$ cat src/rtl/stl_pkg.sv
package stl_pkg;

    // Control register layout; bits 7 and 6 steer the self-test routing.
    localparam int CFG_W        = 8;
    localparam int NCH          = 2;
    localparam int BIT_TEST     = 7;
    localparam int BIT_CHSEL    = 6;
    localparam int BIT_TXEN_LO  = 2;
    localparam int BIT_RXEN_LO  = 0;
    localparam int RSVD_LO      = BIT_TXEN_LO + NCH;
    localparam int RSVD_HI      = BIT_CHSEL - 1;

    typedef enum logic [1:0] {
        MODE_NORMAL = 2'd0,
        MODE_INT    = 2'd1,
        MODE_EXT    = 2'd2
    } st_mode_e;

    typedef enum logic {
        CH_A = 1'b0,
        CH_B = 1'b1
    } ch_sel_e;

    typedef struct packed {
        logic           test_en;
        logic           chan_sel;
        logic [NCH-1:0] tx_en;
        logic [NCH-1:0] rx_en;
    } ctl_t;

    typedef struct packed {
        st_mode_e mode;
        ch_sel_e  chan;
    } route_t;

    localparam route_t ROUTE_RESET = '{mode: MODE_NORMAL, chan: CH_A};

    // Pin request outranks the register request.
    function automatic route_t resolve_route(input logic pin_test,
                                             input logic pin_ch,
                                             input ctl_t c);
        route_t r;
        if (pin_test) begin
            r.mode = MODE_EXT;
            r.chan = ch_sel_e'(pin_ch);
        end else if (c.test_en) begin
            r.mode = MODE_INT;
            r.chan = ch_sel_e'(c.chan_sel);
        end else begin
            r = ROUTE_RESET;
        end
        return r;
    endfunction

    function automatic logic chan_hit(input route_t r, input int idx);
        return (int'(r.chan) == idx);
    endfunction

endpackage

$ cat src/rtl/stl_ctl_reg.sv
module stl_ctl_reg
    import stl_pkg::*;
(
    input  logic             clk,
    input  logic             rst,
    input  logic             wr_en,
    input  logic [CFG_W-1:0] wr_data,
    output ctl_t             ctl_q
);

    ctl_t ctl_d;
    logic unused_rsvd_bits;

    always_comb begin
        ctl_d.test_en  = wr_data[BIT_TEST];
        ctl_d.chan_sel = wr_data[BIT_CHSEL];
        ctl_d.tx_en    = wr_data[BIT_TXEN_LO +: NCH];
        ctl_d.rx_en    = wr_data[BIT_RXEN_LO +: NCH];
    end

    assign unused_rsvd_bits = ^wr_data[RSVD_HI:RSVD_LO];

    always_ff @(posedge clk) begin
        if (rst) begin
            ctl_q <= '0;
        end else if (wr_en) begin
            ctl_q <= ctl_d;
        end
    end

endmodule

$ cat src/rtl/stl_mode_ctrl.sv
module stl_mode_ctrl
    import stl_pkg::*;
(
    input  logic   clk,
    input  logic   rst,
    input  logic   pin_test,
    input  logic   pin_ch,
    input  ctl_t   ctl,
    output route_t route_q
);

    route_t route_d;

    always_comb begin
        route_d = resolve_route(pin_test, pin_ch, ctl);
    end

    // Registered so that the data muxes only switch on a clock edge.
    always_ff @(posedge clk) begin
        if (rst) begin
            route_q <= ROUTE_RESET;
        end else begin
            route_q <= route_d;
        end
    end

endmodule

$ cat src/rtl/stl_route.sv
module stl_route
    import stl_pkg::*;
#(
    parameter int SYM_W = 2
) (
    input  route_t                        route,
    input  logic [NCH-1:0]                rx_en,
    input  logic [NCH-1:0]                tx_en,
    input  logic [SYM_W-1:0]              enc_sym,
    input  logic [NCH-1:0][SYM_W-1:0]     rx_sym,
    output logic [NCH-1:0][SYM_W-1:0]     dec_sym,
    output logic [NCH-1:0][SYM_W-1:0]     tx_sym
);

    localparam logic [SYM_W-1:0] IDLE = '0;

    logic testing;
    assign testing = (route.mode != MODE_NORMAL);

    for (genvar ch = 0; ch < NCH; ch++) begin : g_ch
        logic             sel;
        logic [SYM_W-1:0] dec_v;
        logic [SYM_W-1:0] tx_v;

        assign sel = chan_hit(route, ch);

        always_comb begin
            if (testing) begin
                dec_v = sel ? enc_sym : IDLE;
            end else begin
                dec_v = rx_en[ch] ? rx_sym[ch] : IDLE;
            end
        end

        always_comb begin
            unique case (route.mode)
                MODE_EXT: tx_v = sel ? enc_sym : IDLE;
                MODE_INT: tx_v = IDLE;
                default:  tx_v = tx_en[ch] ? enc_sym : IDLE;
            endcase
        end

        assign dec_sym[ch] = dec_v;
        assign tx_sym[ch]  = tx_v;
    end

endmodule

$ cat src/rtl/stl_loopback_top.sv
module stl_loopback_top
    import stl_pkg::*;
#(
    parameter int SYM_W = 2
) (
    input  logic             clk,
    input  logic             rst,
    input  logic             ext_test_i,
    input  logic             ext_chsel_i,
    input  logic             cfg_wr_i,
    input  logic [7:0]       cfg_wdata_i,
    input  logic [SYM_W-1:0] enc_sym_i,
    input  logic [SYM_W-1:0] rx_line_a_i,
    input  logic [SYM_W-1:0] rx_line_b_i,
    output logic [SYM_W-1:0] dec_in_a_o,
    output logic [SYM_W-1:0] dec_in_b_o,
    output logic [SYM_W-1:0] tx_line_a_o,
    output logic [SYM_W-1:0] tx_line_b_o
);

    ctl_t                     ctl_q;
    route_t                   route_q;
    logic [NCH-1:0][SYM_W-1:0] rx_vec;
    logic [NCH-1:0][SYM_W-1:0] dec_vec;
    logic [NCH-1:0][SYM_W-1:0] tx_vec;

    stl_ctl_reg u_ctl (
        .clk     (clk),
        .rst     (rst),
        .wr_en   (cfg_wr_i),
        .wr_data (cfg_wdata_i),
        .ctl_q   (ctl_q)
    );

    stl_mode_ctrl u_mode (
        .clk      (clk),
        .rst      (rst),
        .pin_test (ext_test_i),
        .pin_ch   (ext_chsel_i),
        .ctl      (ctl_q),
        .route_q  (route_q)
    );

    assign rx_vec[0] = rx_line_a_i;
    assign rx_vec[1] = rx_line_b_i;

    stl_route #(.SYM_W(SYM_W)) u_route (
        .route   (route_q),
        .rx_en   (ctl_q.rx_en),
        .tx_en   (ctl_q.tx_en),
        .enc_sym (enc_sym_i),
        .rx_sym  (rx_vec),
        .dec_sym (dec_vec),
        .tx_sym  (tx_vec)
    );

    assign dec_in_a_o  = dec_vec[0];
    assign dec_in_b_o  = dec_vec[1];
    assign tx_line_a_o = tx_vec[0];
    assign tx_line_b_o = tx_vec[1];

endmodule

$ cat config.mk
export PLATFORM = sky130hd
export DESIGN_NAME = stl_loopback_top
export DESIGN_NICKNAME = d
export VERILOG_FILES = /design/src/rtl/stl_pkg.sv /design/src/rtl/stl_ctl_reg.sv /design/src/rtl/stl_mode_ctrl.sv /design/src/rtl/stl_route.sv /design/src/rtl/stl_loopback_top.sv
export SDC_FILE = /design/constraint.sdc
export NUM_CORES = 1
export LEC_CHECK = 0
export ABC_AREA = 1
export BUFFER_PORTS_ARGS = -buffer_cell sky130_fd_sc_hd__buf_2
export CORE_AREA = 2 2 39 41
export DETAILED_ROUTE_END_ITERATION = 8
export DIE_AREA = 0 0 41 43
export GPL_TIMING_DRIVEN = 0
export MAX_ROUTING_LAYER = met4
export PLACE_DENSITY = 0.68
export SYNTH_ARGS = -nofsm -noshare
export SYNTH_HDL_FRONTEND = slang
export SYNTH_SLANG_ARGS = --single-unit
$ cat constraint.sdc
create_clock -name clk -period 1 [get_ports clk]
set_clock_uncertainty 0.05 [all_clocks]
set_input_delay 0.1 -clock clk [delete_from_list [all_inputs] [get_ports clk]]
set_output_delay 0.1 -clock clk [all_outputs]
set_load 0.02 [all_outputs]
==> out/summary.md <==
Global routing finished with a remaining overflow of 0. Largest net degree at the start of global routing: 9. The run gives 492 as the via count of the first global-routing pass. By area, the combinational part of the netlist is dominated by simple AND/OR/NAND/NOR gates. The run finished, with violations left. In the global route stage, overall resource usage came out at 14.89%. For the finished layout, the period the worst path requires is 1.358 ns.

The final layout contains 118 nets. Hold-critical path endpoint: u_mode.route_q[2]. The combinational share of power is 25.3%, and the number of violations reported at the end of detailed-routing iteration 0 is 11. Summing the areas of all fa, ha and maj instances in the mapped netlist gives 5.540% of the synthesized area. The tools report the unique cell type count in the Yosys netlist as 11. The worst reg-to-reg path cell count works out to 2. The count of standard-cell rows came out at 14. After routing, the total negative slack on setup checks comes to -2.602 ns. The portion of total power attributed to the clock network is 30.2%, and the final core utilization is 54.97%.

For the detailed-route wire length, the log shows 1144 um. The clock passes through at most 2 buffers. The post-synthesis average cell area was 6.742 sq um. The die is 41 um wide. The tools report the summed instance area of the synthesized netlist as 451.7 sq um.

The tools report the capturing point of the worst reg2reg path as u_ctl.ctl_q[3]. In this run the tool buffered the top-level ports with 24 buffer cells. Internal power comes to 0.6426 mW.

TritonCTS built the clock tree. The tools report the level count of the clock H-tree as 1. The setup check on the worst reg-to-reg path leaves a slack of 0.30 ns. The worst slew slack as a fraction of its limit is 87.32%.

At the end of routability-driven placement, the weighted congestion stood at 0.7160. The tools report the worst reg2reg path startpoint as u_ctl.ctl_q[3]. The first global-routing pass estimated 1752 um of wire. The number of slew-limit violations in the final report was 0. When the netlist entered floorplanning its net count stood at 88. Of the total power, registers draw 44.5%. After clock tree synthesis, the clock-pin slew on the worst setup and hold paths is 0.06 ns. Setup violations remaining at the end of the flow were counted as 8. Net switching is 28.74% of the power. After Yosys synthesis, and, or, nand and nor cells account for 37.67% of the synthesized area. Data on the critical path is required at its endpoint by 0.85 ns. The region available for standard cell placement spans 1384 sq um. Synthesis inferred 9 register bits. The largest fanout on the critical path was 5; the worst path setup slack after routing was -0.3585 ns. VDD sags by at most 716.0 uV. The final route contains 546 vias. The number of buffers added by the clock tree synthesis step came out at 3. In this run the power density over the cells is 1185 nW/um^2.

The worst setup path is of the register to output pin kind. Hold path startpoint: rst. From synthesis to final layout, the design area changed by 68.42%.

The count of pins on the block boundary was 27. The run gives 0 as the number of hold-slack violations in the final timing report. In the routed layout, each cell is associated on average with a via count of 4.875. The run gives 1763 sq um as the total die area. STA classifies the critical path startpoint as a register.

0 antenna diodes ended up in the layout. Summing the sequential cell areas from Yosys gives 39.89% of the chip area. The final reports fail on setup timing.

The vertical die dimension is 43 um, and the complex-gate fraction of the synthesized area is 11.08%. For the initial antenna violation count, the log shows 0. The xor and xnor fraction of the mapped netlist area is 0%. Setup repair after global routing could not meet its margin everywhere. The logs give 67 for the post-synthesis cell count and 0 for the count of synthesis-stage warnings from yosys.

The worst hold path was traced through 2 stages. In the final routed layout, each cell accounts on average for 10.21 um. The period utilization was 135.8%; the slew of the pin with the lowest slew margin was 0.1899 ns. CTS saw 9 sinks. Endpoint class of the critical path: an output pin. Effective utilization at floorplan: 32.64%.

The root buffer cell is clkbuf_4. The run gives 1.21 ns as the data arrival time of the critical path. The min-delay analysis places its worst path in the category input port to register. In this run the worst setup path begins at u_mode.route_q[2]. In this run the remaining antenna-violating nets after routing total 0. The tools report the first-pass iteration count of the detailed router as 4.

The DRC violation count after routing was 0; the share of cells above drive strength 1 was 55.21%. The tool flagged a number of max-cap violations equal to 0. For the clock insertion delay at the later pin of the skew report, the log shows 0.25 ns. For this design the total switching power over the nets is 0.2592 mW.

After synthesis, the share of cell area in mux cells is 0%. The maximum clock frequency was 0.7361 GHz; the half-perimeter wire length after detailed placement was 853.3 um. The leakage power summed over all cells was 0.3531 nW.
worst max-delay path by stage:
stage | cells after the start | end | slack, ns
after floorplan | 4 | tx_line_b_o[0] | -0.005
after global routing | 5 | tx_line_b_o[1] | -0.41
after global placement | 5 | tx_line_b_o[0] | -0.11
final | 5 | tx_line_a_o[0] | -0.36
after CTS | 5 | tx_line_b_o[1] | -0.36
after detailed placement | 6 | tx_line_a_o[1] | -0.13
layer usage:
layer  share of wire (%)  track usage, %  wire length, um
met3                 7.5           3.141               86
met4                0.96           8.000               11
met2                  48           24.06              551
met5                   0               -                0
met1                  43           16.01              494
critical path, stage by stage, from the launching register on:
cell	delay, ns
dfxtp_2	0.33
inv_2	0.04
ha_4	0.29
nand4_1	0.10
nand2_2	0.08
buf_6	0.11
synth_stat cells:
master   instances  area (sq um)
o21ai_1          4         20.02
o21ai_0          6         30.03
ha_1             2         25.02
inv_1            4         15.01
nor2_1          14         52.55
nor2_2           1         6.260
nand4_1          4         25.02
nand2_1         11         41.29
dfxtp_1          9         180.2
nand3_1          9         45.04
inv_2            3         11.26
through the flow:
stage | hold slack (ns) | std cells | cell area (sq um) | worst slack [ns] | power [mW]
3_5_place_dp | 0.2552 | 107 | 631.9 | -0.1281 | 0.5903
5_1_grt | 0.001848 | 112 | 760.7 | -0.4098 | 0.9565
6_report | 0.01040 | 112 | 760.7 | -0.3585 | 0.9017
2_1_floorplan | 0.1141 | 67 | 491.7 | -0.004553 | 0.5150
3_3_place_gp | 0.2567 | 107 | 631.9 | -0.1095 | 0.5862
4_1_cts | 0.0007604 | 112 | 760.7 | -0.3610 | 0.9124
registers in the layout, indices dropped and copies added, names as in the netlist:
| signal | cells |
|---|---|
| u_mode.route_q | 3 |
| u_ctl.ctl_q | 6 |
power groups by stage:
stage / logic, mW / registers [mW] / clock network (mW)
3_3_place_gp: 0.181 / 0.405 / 0
6_report: 0.228 / 0.401 / 0.272
2_1_floorplan: 0.114 / 0.401 / 0
3_5_place_dp: 0.185 / 0.406 / 0
5_1_grt: 0.251 / 0.404 / 0.302
4_1_cts: 0.228 / 0.401 / 0.283
what timing repair did:
| action | CTS | global route |
|---|---|---|
| endpoints found under the setup margin | 8 | 8 |
| setup buffers | 0 | 0 |
| endpoints found under the hold margin | 1 | 0 |
| pin swaps | 9 | 2 |
| hold buffers | 1 | 0 |
| gates cloned | 0 | 0 |
| resized for setup | 25 | 0 |
kinds of logic after synthesis:
| kind of cell | count (synthesis) |
|---|---|
| flops | 9 |
| buf+inv | 7 |
| simple gates | 39 |
| compound gates | 10 |
| fa+ha+maj | 2 |
cells in the final DEF (no fill, tap or decap), drive strengths merged:
cell,count
nor2,15
o21ai,10
clkbuf,4
nand3,9
nand2,11
inv,7
buf,24
dfxtp,9
nand4,4
dlygate4sd3,1
ha,2
cell type report:
cell class | instances | area (sq um)
clock buffer | 4 | 26.28
fill | 135 | 623.1
inverter | 7 | 28.78
multi-input combinational | 51 | 322.8
sequential | 9 | 182.7
tap | 16 | 20.02
timing repair buffer | 25 | 180.2
Note: power is estimated with default switching activity, not from simulation.
